--- config.mk ---
export PLATFORM = sky130hd
export DESIGN_NAME = hbmb_mailbox
export DESIGN_NICKNAME = d
export VERILOG_FILES = /design/src/rtl/mb_pkg.sv /design/src/rtl/mb_slot.sv /design/src/rtl/mb_ctrl.sv /design/src/rtl/mb_irq.sv /design/src/rtl/hbmb_mailbox.sv
export SDC_FILE = /design/constraint.sdc
export NUM_CORES = 1
export LEC_CHECK = 0
export BUFFER_PORTS_ARGS = -buffer_cell sky130_fd_sc_hd__clkbuf_2
export CORE_MARGIN = 4
export CORE_UTILIZATION = 35
export DETAILED_ROUTE_END_ITERATION = 7
export PLACE_DENSITY = 0.62
export RECOVER_POWER = 50
export SYNTH_ARGS = -nofsm -noshare
export SYNTH_HDL_FRONTEND = slang
export SYNTH_SLANG_ARGS = --single-unit
--- constraint.sdc ---
create_clock -name clk -period 1.9 [get_ports clk]
set_input_delay 0.285 -clock clk [delete_from_list [all_inputs] [get_ports clk]]
set_output_delay 0.285 -clock clk [all_outputs]
set_load 0.02 [all_outputs]
--- src/rtl/mb_pkg.sv ---
package mb_pkg;
   localparam int STAT_W       = 8;
   localparam int BIT_OUT_FULL = 0;
   localparam int BIT_IN_FULL  = 1;
   localparam int BIT_CMD      = 3;
   localparam logic [STAT_W-1:0] HW_MASK =
      (8'h1 << BIT_OUT_FULL) | (8'h1 << BIT_IN_FULL) | (8'h1 << BIT_CMD);
   localparam logic [STAT_W-1:0] SW_MASK_DEF = 8'hF4;
   localparam logic ADDR_DATA = 1'b0;
   localparam logic ADDR_CTRL = 1'b1;
   typedef logic [STAT_W-1:0] stat_t;
endpackage

--- src/rtl/mb_slot.sv ---
module mb_slot #(
   parameter int DATA_W = 8
) (
   input  logic              clk,
   input  logic              rst,
   input  logic              wr_en,
   input  logic [DATA_W-1:0] wdata,
   input  logic              rd_en,
   output logic [DATA_W-1:0] data,
   output logic              full,
   output logic              overrun
);
   always_ff @(posedge clk) begin
      if (rst) begin
         data    <= '0;
         full    <= 1'b0;
         overrun <= 1'b0;
      end else begin
         if (wr_en) begin
            data <= wdata;
            full <= 1'b1;
            if (full && !rd_en) overrun <= 1'b1;
         end else if (rd_en) begin
            full <= 1'b0;
         end
      end
   end
endmodule

--- src/rtl/mb_ctrl.sv ---
module mb_ctrl
   import mb_pkg::*;
#(
   parameter stat_t SW_MASK = SW_MASK_DEF
) (
   input  logic  clk,
   input  logic  rst,
   input  logic  host_wr,
   input  logic  host_is_cmd,
   input  logic  sw_wr,
   input  stat_t sw_wdata,
   output stat_t sw_bits,
   output logic  cmd_flag
);
   always_ff @(posedge clk) begin
      if (rst) begin
         sw_bits  <= '0;
         cmd_flag <= 1'b0;
      end else begin
         if (sw_wr)   sw_bits  <= sw_wdata & SW_MASK;
         if (host_wr) cmd_flag <= host_is_cmd;
      end
   end
endmodule

--- src/rtl/mb_irq.sv ---
module mb_irq #(
   parameter int LATENCY = 0
) (
   input  logic clk,
   input  logic rst,
   input  logic flag,
   output logic irq
);
   generate
      if (LATENCY == 0) begin : g_direct
         assign irq = flag;
      end else begin : g_reg
         logic irq_q;
         always_ff @(posedge clk) begin
            if (rst) irq_q <= 1'b0;
            else     irq_q <= flag;
         end
         assign irq = irq_q;
      end
   endgenerate
endmodule

--- src/rtl/hbmb_mailbox.sv ---
module hbmb_mailbox
   import mb_pkg::*;
#(
   parameter int    DATA_W  = 8,
   parameter stat_t SW_MASK = SW_MASK_DEF,
   parameter int    IRQ_LAT = 0
) (
   input  logic              clk,
   input  logic              rst,
   input  logic              host_wr,
   input  logic              host_rd,
   input  logic              host_addr,
   input  logic [DATA_W-1:0] host_wdata,
   output logic [DATA_W-1:0] host_rdata,
   output logic              host_irq,
   output logic              host_overrun,
   input  logic              bmc_wr,
   input  logic              bmc_rd,
   input  logic              bmc_addr,
   input  logic [DATA_W-1:0] bmc_wdata,
   output logic [DATA_W-1:0] bmc_rdata,
   output logic              bmc_irq,
   output logic              bmc_overrun
);
   localparam int PAD_W = DATA_W - STAT_W;

   if (DATA_W < STAT_W) begin : g_chk_w
      $error("DATA_W must hold the status byte");
   end
   if ((SW_MASK & HW_MASK) != '0) begin : g_chk_mask
      $error("SW_MASK overlaps hardware-owned status bits");
   end
   if (IRQ_LAT < 0 || IRQ_LAT > 1) begin : g_chk_lat
      $error("IRQ_LAT must be 0 or 1");
   end

   logic              in_rd, out_wr, out_rd, sw_wr;
   logic [DATA_W-1:0] in_data, out_data;
   logic              in_full, out_full, cmd_flag;
   stat_t             sw_bits, status;
   logic [DATA_W-1:0] status_w;

   assign in_rd  = bmc_rd  && (bmc_addr  == ADDR_DATA);
   assign out_wr = bmc_wr  && (bmc_addr  == ADDR_DATA);
   assign out_rd = host_rd && (host_addr == ADDR_DATA);
   assign sw_wr  = bmc_wr  && (bmc_addr  == ADDR_CTRL);

   mb_slot #(.DATA_W(DATA_W)) u_in (
      .clk(clk), .rst(rst), .wr_en(host_wr), .wdata(host_wdata),
      .rd_en(in_rd), .data(in_data), .full(in_full), .overrun(host_overrun)
   );

   mb_slot #(.DATA_W(DATA_W)) u_out (
      .clk(clk), .rst(rst), .wr_en(out_wr), .wdata(bmc_wdata),
      .rd_en(out_rd), .data(out_data), .full(out_full), .overrun(bmc_overrun)
   );

   mb_ctrl #(.SW_MASK(SW_MASK)) u_ctrl (
      .clk(clk), .rst(rst), .host_wr(host_wr),
      .host_is_cmd(host_addr == ADDR_CTRL),
      .sw_wr(sw_wr), .sw_wdata(bmc_wdata[STAT_W-1:0]),
      .sw_bits(sw_bits), .cmd_flag(cmd_flag)
   );

   always_comb begin
      status = sw_bits;
      status[BIT_CMD]      = cmd_flag;
      status[BIT_IN_FULL]  = in_full;
      status[BIT_OUT_FULL] = out_full;
   end

   generate
      if (PAD_W > 0) begin : g_pad
         assign status_w = {{PAD_W{1'b0}}, status};
      end else begin : g_nopad
         assign status_w = status;
      end
   endgenerate

   assign host_rdata = !host_rd ? '0 : (host_addr == ADDR_CTRL) ? status_w : out_data;
   assign bmc_rdata  = !bmc_rd  ? '0 : (bmc_addr  == ADDR_CTRL) ? status_w : in_data;

   mb_irq #(.LATENCY(IRQ_LAT)) u_bmc_irq (
      .clk(clk), .rst(rst), .flag(in_full), .irq(bmc_irq)
   );
   mb_irq #(.LATENCY(IRQ_LAT)) u_host_irq (
      .clk(clk), .rst(rst), .flag(out_full), .irq(host_irq)
   );
endmodule

==> results.sh, run 1 <==
export IMPL_utilization_pct=45.4
export IMPL_yosys_register_bits=26
export IMPL_synth_top_area_share_pct=43.5
export IMPL_path_class="reg2out"
export IMPL_antenna_cells=0
export IMPL_die_w_um=66.5
export IMPL_gr_usage_met3_pct=2.53
export IMPL_worst_setup_path_start_kind="register"
export IMPL_ff_latch_area_um2=520
export IMPL_critPathBufInv=1
export IMPL_worstReg2RegEnd="u_in.overrun"
export IMPL_wl_per_cell_um=12.5
export IMPL_holdPathStages=3
export IMPL_post_route_min_period_ns=1.42
export IMPL_met1_usage_pct=17.1
export IMPL_die_area_um2=4420
export IMPL_synth_area_leaders="dfxtp_1 (43%), mux2i_1 (21%), nand2_1 (6.9%)"
export IMPL_cp_cell_sequence="mux2i_1, nor2b_1, clkbuf_2"
export IMPL_cp_data_arrival_time_ns=1.14
export IMPL_yosysWarnings=0
export IMPL_maxCapViolCount=0
export IMPL_synth_area_leader_cell="dfxtp_1"
export IMPL_start_util_pct=38.0
export IMPL_final_cell_mix="clkbuf_2 (42), dfxtp_1 (26), mux2i_1 (25), nand2_1 (22), nor2_1 (21)"
export IMPL_path_max_fanout=5
export IMPL_multiInputGateArea_um2=603
export IMPL_pin_count=44
export IMPL_powerDensity_nw_per_um2=729
export IMPL_layout_drive_gt1_share_pct=26.7
export IMPL_first_global_vias=1029
export IMPL_die_h_um=66.5
export IMPL_cts_sinks=26
export IMPL_ys_seq_area_share_pct=43.5
export IMPL_grt_pass1_wl_um=4710
export IMPL_final_common_cell="clkbuf_2"
export IMPL_crit_slowest_cell="dfxtp_1"
export IMPL_crit_end="bmc_rdata[1]"
export IMPL_max_slew_worst_pin_slew_ns=0.756
export IMPL_cts_tree="done"
export IMPL_setup_violations=0
export IMPL_post_route_period_util_pct=74.8
export IMPL_io_buffers=43
export IMPL_timing_rr_start="u_in.full"
export IMPL_worstPathRequired_ns=1.62
export IMPL_place_congestion=0.700
export IMPL_wirelength_um=2750
export IMPL_synthDistinctLibCells=15
export IMPL_cp_startpoint="u_in.full"
export IMPL_clock_path_buffers=2
export IMPL_vias=1027
export IMPL_num_rows=20
export IMPL_track_usage_pct=13.8
export IMPL_drv_slew=0
export IMPL_tns_ns=0
export IMPL_clock_latency_ns=0.31
export IMPL_skew_ns=0.0000728
export IMPL_nFillCells=332
export IMPL_max_freq_mhz=704
export IMPL_cts_hold_buf=0
export IMPL_status="complete, no violations"
export IMPL_path_clk_slew_ns=0.14
export IMPL_rsz0062_at_grt="no"
export IMPL_htree_num_levels=1
export IMPL_hold_violations=0
export IMPL_crit_family="flip-flops"
export IMPL_core_area_um2=3150
export IMPL_hp_class="in2reg"
export IMPL_endpoint_kind="primary output"
export IMPL_netlist_instances=138
export IMPL_dr_first_iter_drc_count=26
export IMPL_met2_usage_pct=22.4
export IMPL_ir_worst_vdd_uv=499
export IMPL_power_mw=1.04
export IMPL_drc=0
export IMPL_detailed_place_hpwl_um=2130
export IMPL_grt_ovfl_total=0
export IMPL_p_leak_nw=0.677
export IMPL_ant_nets=0
export IMPL_grt_antenna_before_repair=0
export IMPL_synth_area_um2=1200
export IMPL_reg2regPathDepth=2
export IMPL_synth_nets=162
export IMPL_fin_nets=201
export IMPL_avgSynthCellArea_um2=8.68
export IMPL_numCtsBuffers=3
export IMPL_grt_busiest_layer="met2"
export IMPL_drtPass1Iterations=4
export IMPL_viasPerCell=4.67
export IMPL_syn2layout_area_growth_pct=19.6
export IMPL_cts_repair_resized=0
export IMPL_crit_cells=3
export IMPL_reg2reg_slack_ns=1.19
export IMPL_relSlewSlack_pct=49.6
export IMPL_cts_root_buf="clkbuf_4"
export IMPL_grt_max_degree=27
export IMPL_cts_setup_buffers=0
export IMPL_worst_path_largest_cell_delay_ns=0.43
## metrics by stage
| stage | hold slack, ns | setup slack (ns) | instance area [µm²] | cells |
|---|---|---|---|---|
| after global placement | 0.441 | 0.504 | 1410 | 216 |
| after detailed placement | 0.447 | 0.495 | 1410 | 216 |
| after floorplan | 0.421 | 0.646 | 1200 | 138 |
| after global routing | 0.156 | 0.368 | 1430 | 220 |
| final | 0.181 | 0.480 | 1430 | 220 |
| after CTS | 0.169 | 0.465 | 1440 | 220 |
## power breakdown
part | switching [mW] | internal (mW)
clock | 0.162 | 0.117
sequential | 0.0192 | 0.574
combinational | 0.100 | 0.0714
## registers in the layout (all words and copies together) (netlist names)
name and flops:
u_in.data 8, u_out.data 8, u_ctrl.sw_bits 5, u_ctrl.cmd_flag 1
u_in.full 1, u_in.overrun 1, u_out.full 1, u_out.overrun 1
## layer usage
layer	up-vias	routed length (µm)	share of wire, %
li1	532	-	-
met1	471	1240	45
met2	22	1350	49
met3	2	116	4.2
met4	0	34	1.2
met5	-	0	0
## worst reg2reg max path, delay by kind of cell (launching register included)
| kind | cells | cell delay [ns] |
|---|---|---|
| and+or+nand+nor | 1 | 0.05 |
| DFF | 1 | 0.38 |
| AOI/OAI and AO/OA | 1 | 0.18 |
## cells in the mapped netlist
library cell / instances
a21oi_1: 14
a21oi_2: 1
a31oi_1: 2
buf_2: 5
buf_6: 3
clkbuf_1: 1
dfxtp_1: 26
inv_1: 1
mux2i_1: 25
nand2_1: 22
nand2b_1: 3
nand3_1: 5
nor2_1: 21
nor2b_1: 8
nor2b_4: 1
## logic make-up after synthesis
logic type,synth area share [%]
simple gates,22.5
flops,43.5
compound gates,7.63
mux,20.9
buf+inv,5.54
## how the worst min path moves through the flow
stage	startpoint	end	slack [ns]
3_5_place_dp	u_out.data[6]	u_out.data[6]	0.45
4_1_cts	bmc_wdata[0]	u_out.data[0]	0.17
3_3_place_gp	u_out.data[2]	u_out.data[2]	0.44
5_1_grt	bmc_wdata[7]	u_out.data[7]	0.16
6_report	bmc_wdata[0]	u_out.data[0]	0.18
2_1_floorplan	bmc_wdata[1]	u_out.data[1]	0.42
## area by class of cell
class,count,area share [%]
sequential,26,36.3
clock buffer,4,2.53
timing repair buffer,43,14.9
inverter,1,0.262
multi-input combinational,102,42.1
tap,44,3.84
Note: power is estimated with default switching activity, not from simulation.
==> run 2: changes to the inputs <==
PLACE_DENSITY = 0.64   (was 0.62)
clock period = 1.2 ns   (was 1.9 ns; I/O delays follow)
==> results.sh, run 2 (same netlist as run 1, synthesis figures left out) <==
export IMPL_status="finished with violations"
export IMPL_violations="negative setup slack"
export IMPL_reg2regPathDepth=3
export IMPL_cp_startpoint="u_ctrl.sw_bits[2]"
export IMPL_tns_ns=-0.246
export IMPL_fin_nets=205
export IMPL_start_util_pct=38.0
export IMPL_clock_latency_ns=0.32
export IMPL_cp_data_arrival_time_ns=1.07
export IMPL_vias=1043
export IMPL_ir_worst_vdd_uv=669
export IMPL_max_freq_mhz=799
export IMPL_preCtsSetupSlack_ns=0.0120
export IMPL_rsz0062_at_grt="yes"
export IMPL_crit_family="flip-flops"
export IMPL_drc=0
export IMPL_maxCapViolCount=0
export IMPL_grt_max_degree=27
export IMPL_clock_path_buffers=2
export IMPL_detailed_place_hpwl_um=2150
export IMPL_final_common_cell="clkbuf_2"
export IMPL_holdPathStages=3
export IMPL_power_mw=1.68
export IMPL_grt_ovfl_total=0
export IMPL_powerDensity_nw_per_um2=1110
export IMPL_track_usage_pct=13.2
export IMPL_core_area_um2=3150
export IMPL_drv_slew=0
export IMPL_top_regs="u_in.data: 8 flops, u_out.data: 8 flops, u_ctrl.sw_bits: 5 flops"
export IMPL_setup_ws_ns=-0.0521
export IMPL_p_leak_nw=0.722
export IMPL_dr_first_iter_drc_count=25
export IMPL_die_area_um2=4420
export IMPL_path_class="reg2out"
export IMPL_place_congestion=0.768
export IMPL_wirelength_um=2850
export IMPL_ant_nets=0
export IMPL_critPathBufInv=1
export IMPL_post_route_period_util_pct=104
export IMPL_path_max_fanout=3
export IMPL_crit_cells=3
export IMPL_numCtsBuffers=3
export IMPL_relSlewSlack_pct=63.7
export IMPL_worstReg2RegEnd="u_in.overrun"
export IMPL_skew_ns=0.000260
export IMPL_viasPerCell=4.66
export IMPL_reg2reg_slack_ns=0.40
export IMPL_hold_violations=0
export IMPL_holdWs_ns=0.0592
export IMPL_grt_antenna_before_repair=0
export IMPL_crit_end="host_rdata[2]"
export IMPL_min_from="bmc_wdata[3]"
export IMPL_drtPass1Iterations=4
export IMPL_pin_count=44
export IMPL_timing_rr_start="u_in.full"
export IMPL_layout_drive_gt1_share_pct=35.0
export IMPL_hp_class="in2reg"
export IMPL_die_h_um=66.5
export IMPL_antenna_cells=0
export IMPL_grt_pass1_wl_um=4530
export IMPL_htree_num_levels=1
export IMPL_first_global_vias=973
export IMPL_io_buffers=43
export IMPL_wl_per_cell_um=12.7
export IMPL_worstPathRequired_ns=1.02
export IMPL_path_clk_slew_ns=0.14
export IMPL_max_slew_worst_pin_slew_ns=0.545
export IMPL_crit_slowest_cell="dfxtp_2"
export IMPL_cts_tree="done"
export IMPL_endpoint_kind="primary output"
export IMPL_cts_root_buf="clkbuf_4"
export IMPL_dp_cells=217
export IMPL_die_w_um=66.5
export IMPL_stdcell_count=224
export IMPL_setup_violations=15
export IMPL_cp_cell_sequence="mux2i_1, nor2_1, buf_4"
export IMPL_post_route_min_period_ns=1.25
export IMPL_final_cell_mix="clkbuf_2 (27), mux2i_1 (25), nand2_1 (22), nor2_1 (21), buf_4 (18)"
export IMPL_worst_setup_path_start_kind="register"
export IMPL_worst_path_largest_cell_delay_ns=0.37
export IMPL_num_rows=20
export IMPL_syn2layout_area_growth_pct=26.9
export IMPL_cts_sinks=26
-- run 2: cell types whose count changed in the layout (fill, tap and decap cells not counted), sizes merged --
cell and delta:
buf +20, clkbuf -16
-- run 2: where the power goes --
part | total [mW] | internal (mW) | leakage, nW | switching, mW
combinational | 0.300 | 0.135 | 0.483 | 0.165
sequential | 0.941 | 0.912 | 0.217 | 0.0294
clock | 0.440 | 0.186 | 0.0210 | 0.255
total | 1.68 | 1.23 | 0.722 | 0.449
-- run 2: metrics by stage --
| step | area, µm² | utilization [%] |
|---|---|---|
| 2_1_floorplan | 1200 | - |
| 3_3_place_gp | 1410 | 44.8 |
| 3_5_place_dp | 1410 | 44.8 |
| 4_1_cts | 1510 | 47.8 |
| 5_1_grt | 1520 | 48.2 |
| 6_report | 1520 | 48.2 |
-- run 2: repair_timing --
action                                  CTS  global route
hold buffers                              0             0
pin swaps                                 0             1
setup buffers                             2             1
resized for setup                        22            20
endpoints found under the hold margin     0             0
endpoints found under the setup margin   16            16
-- run 2: how the worst min path moves through the flow --
| stage | slack [ns] | end |
|---|---|---|
| after floorplan | 0.32 | u_out.data[1] |
| after global placement | 0.41 | u_out.data[3] |
| after detailed placement | 0.41 | u_out.data[1] |
| after CTS | 0.06 | u_out.data[1] |
| after global routing | 0.06 | u_out.data[0] |
| final | 0.06 | u_out.data[3] |
-- run 2: worst register-to-register path, cell delays in order (launching register included) --
cell     delay [ns]
dfxtp_2        0.36
buf_4          0.13
a31oi_1        0.15
nor2_1         0.05
-- run 2: layout make-up --
| class | instances | area [µm²] |
|---|---|---|
| clock buffers | 4 | 36.3 |
| fillers | 346 | 1630 |
| inverters | 1 | 3.75 |
| multi-input cells | 102 | 611 |
| flip-flops and latches | 26 | 533 |
| well taps | 44 | 55.1 |
| repair buffers | 47 | 280 |
-- run 2: layer usage --
metal | up-vias | routed length (µm) | GRT usage [%]
li1 | 541 | - | -
met1 | 467 | 1260 | 16.7
met2 | 33 | 1310 | 20.8
met3 | 2 | 251 | 5.73
met4 | 0 | 20 | 2.28
met5 | - | 0 | 0
==> run 3: changes to the inputs <==
SKIP_CTS_REPAIR_TIMING = 1   (was unset)
==> results.sh, run 3 (same netlist as run 1, synthesis figures left out) <==
export IMPL_stdcell_count=221
export IMPL_violations="negative setup slack"
export IMPL_cp_startpoint="u_ctrl.sw_bits[2]"
export IMPL_cts_tree="done"
export IMPL_post_route_period_util_pct=103
export IMPL_fin_nets=202
export IMPL_cp_cell_sequence="mux2i_1, nor2_1, buf_4"
export IMPL_first_global_vias=967
export IMPL_max_slew_worst_pin_slew_ns=0.545
export IMPL_start_util_pct=38.0
export IMPL_max_freq_mhz=813
export IMPL_grt_antenna_before_repair=0
export IMPL_die_area_um2=4420
export IMPL_multiInputGateArea_um2=611
export IMPL_pin_count=44
export IMPL_rsz0062_at_grt="yes"
export IMPL_post_route_min_period_ns=1.23
export IMPL_die_w_um=66.5
export IMPL_syn2layout_area_growth_pct=24.8
export IMPL_hp_class="in2reg"
export IMPL_viasPerCell=4.68
export IMPL_clock_latency_ns=0.31
export IMPL_drc=0
export IMPL_drv_slew=0
export IMPL_io_buffers=43
export IMPL_p_leak_nw=0.706
export IMPL_nFillCells=342
export IMPL_antenna_cells=0
export IMPL_endpoint_kind="primary output"
export IMPL_setup_violations=15
export IMPL_path_clk_slew_ns=0.13
export IMPL_status="finished with violations"
export IMPL_final_area_um2=1490
export IMPL_die_h_um=66.5
export IMPL_final_common_cell="clkbuf_2"
export IMPL_final_cell_mix="clkbuf_2 (27), mux2i_1 (25), nand2_1 (22), nor2_1 (21), dfxtp_1 (18)"
export IMPL_top_regs="u_in.data: 8 flops, u_out.data: 8 flops, u_ctrl.sw_bits: 5 flops"
export IMPL_path_max_fanout=3
export IMPL_min_from="bmc_wdata[3]"
export IMPL_reg2reg_slack_ns=0.50
export IMPL_cts_sinks=26
export IMPL_wl_per_cell_um=12.7
export IMPL_powerDensity_nw_per_um2=1110
export IMPL_hold_violations=0
export IMPL_ff_latch_area_um2=536
export IMPL_wirelength_um=2810
export IMPL_dp_cells=217
export IMPL_place_congestion=0.768
export IMPL_numCtsBuffers=3
export IMPL_vias=1035
export IMPL_core_area_um2=3150
export IMPL_cp_data_arrival_time_ns=1.05
export IMPL_ir_worst_vdd_uv=664
export IMPL_ant_nets=0
export IMPL_maxCapViolCount=0
export IMPL_cts_root_buf="clkbuf_4"
export IMPL_crit_family="flip-flops"
export IMPL_crit_slowest_cell="dfxtp_2"
export IMPL_path_class="reg2out"
export IMPL_grt_max_degree=27
export IMPL_skew_ns=0.0000929
export IMPL_worst_setup_path_start_kind="register"
export IMPL_drtPass1Iterations=4
export IMPL_relSlewSlack_pct=63.7
export IMPL_dr_first_iter_drc_count=27
export IMPL_critPathBufInv=1
export IMPL_htree_num_levels=1
export IMPL_track_usage_pct=13.0
export IMPL_placed_area_um2=1410
export IMPL_timing_rr_start="u_in.full"
export IMPL_layout_drive_gt1_share_pct=32.8
export IMPL_worst_path_largest_cell_delay_ns=0.37
export IMPL_detailed_place_hpwl_um=2150
export IMPL_grt_ovfl_total=0
export IMPL_num_rows=20
export IMPL_worstPathRequired_ns=1.02
export IMPL_setup_ws_ns=-0.0303
export IMPL_clock_path_buffers=2
export IMPL_grt_pass1_wl_um=4460
-- run 3: worst register-to-register path, stage by stage (launching register included) --
cell and delay (ns):
dfxtp_4 0.38, a31oi_1 0.15, nor2_1 0.05
-- run 3: cell type report --
class	count	share of cell area [%]
well taps	44	3.69
multi-input cells	102	40.9
flip-flops and latches	26	35.8
repair buffers	44	16.9
clock buffers	4	2.43
inverters	1	0.251
-- run 3: metal layers --
layer	part of all wire [%]	wire length, µm	vias to the layer above	global-route usage (%)
met3	8.5	239	2	5.73
met1	44	1240	462	16.4
met4	0.71	20	0	2.28
li1	-	-	537	-
met5	0	0	-	0
met2	47	1310	34	20.6
-- run 3: path summary, 6_finish.rpt --
check	endpoint	cells past startpoint
worst min register to register	u_out.data[3]	2
worst min-delay path	u_out.data[3]	3
worst max register to register	u_in.overrun	2
worst max-delay path	host_rdata[2]	3
-- run 3: report_power, final --
group | switching (mW) | total [mW] | internal, mW
sequential | 0.0307 | 0.940 | 0.909
combinational | 0.162 | 0.288 | 0.126
clock | 0.247 | 0.433 | 0.185
-- run 3: stage by stage --
| step | utilization (%) | setup TNS, ns | power [mW] | hold WS (ns) | setup WS, ns |
|---|---|---|---|---|---|
| global route | 47.4 | -1.56 | 1.75 | 0.0613 | -0.128 |
| finish | 47.4 | -0.240 | 1.66 | 0.0657 | -0.0303 |
| detailed placement | 44.8 | 0 | 1.24 | 0.413 | 0.0120 |
| global placement | 44.8 | 0 | 1.23 | 0.414 | 0.0649 |
| floorplan | - | 0 | 1.15 | 0.316 | 0.110 |
| CTS | 46.0 | -1.49 | 1.67 | 0.0619 | -0.125 |
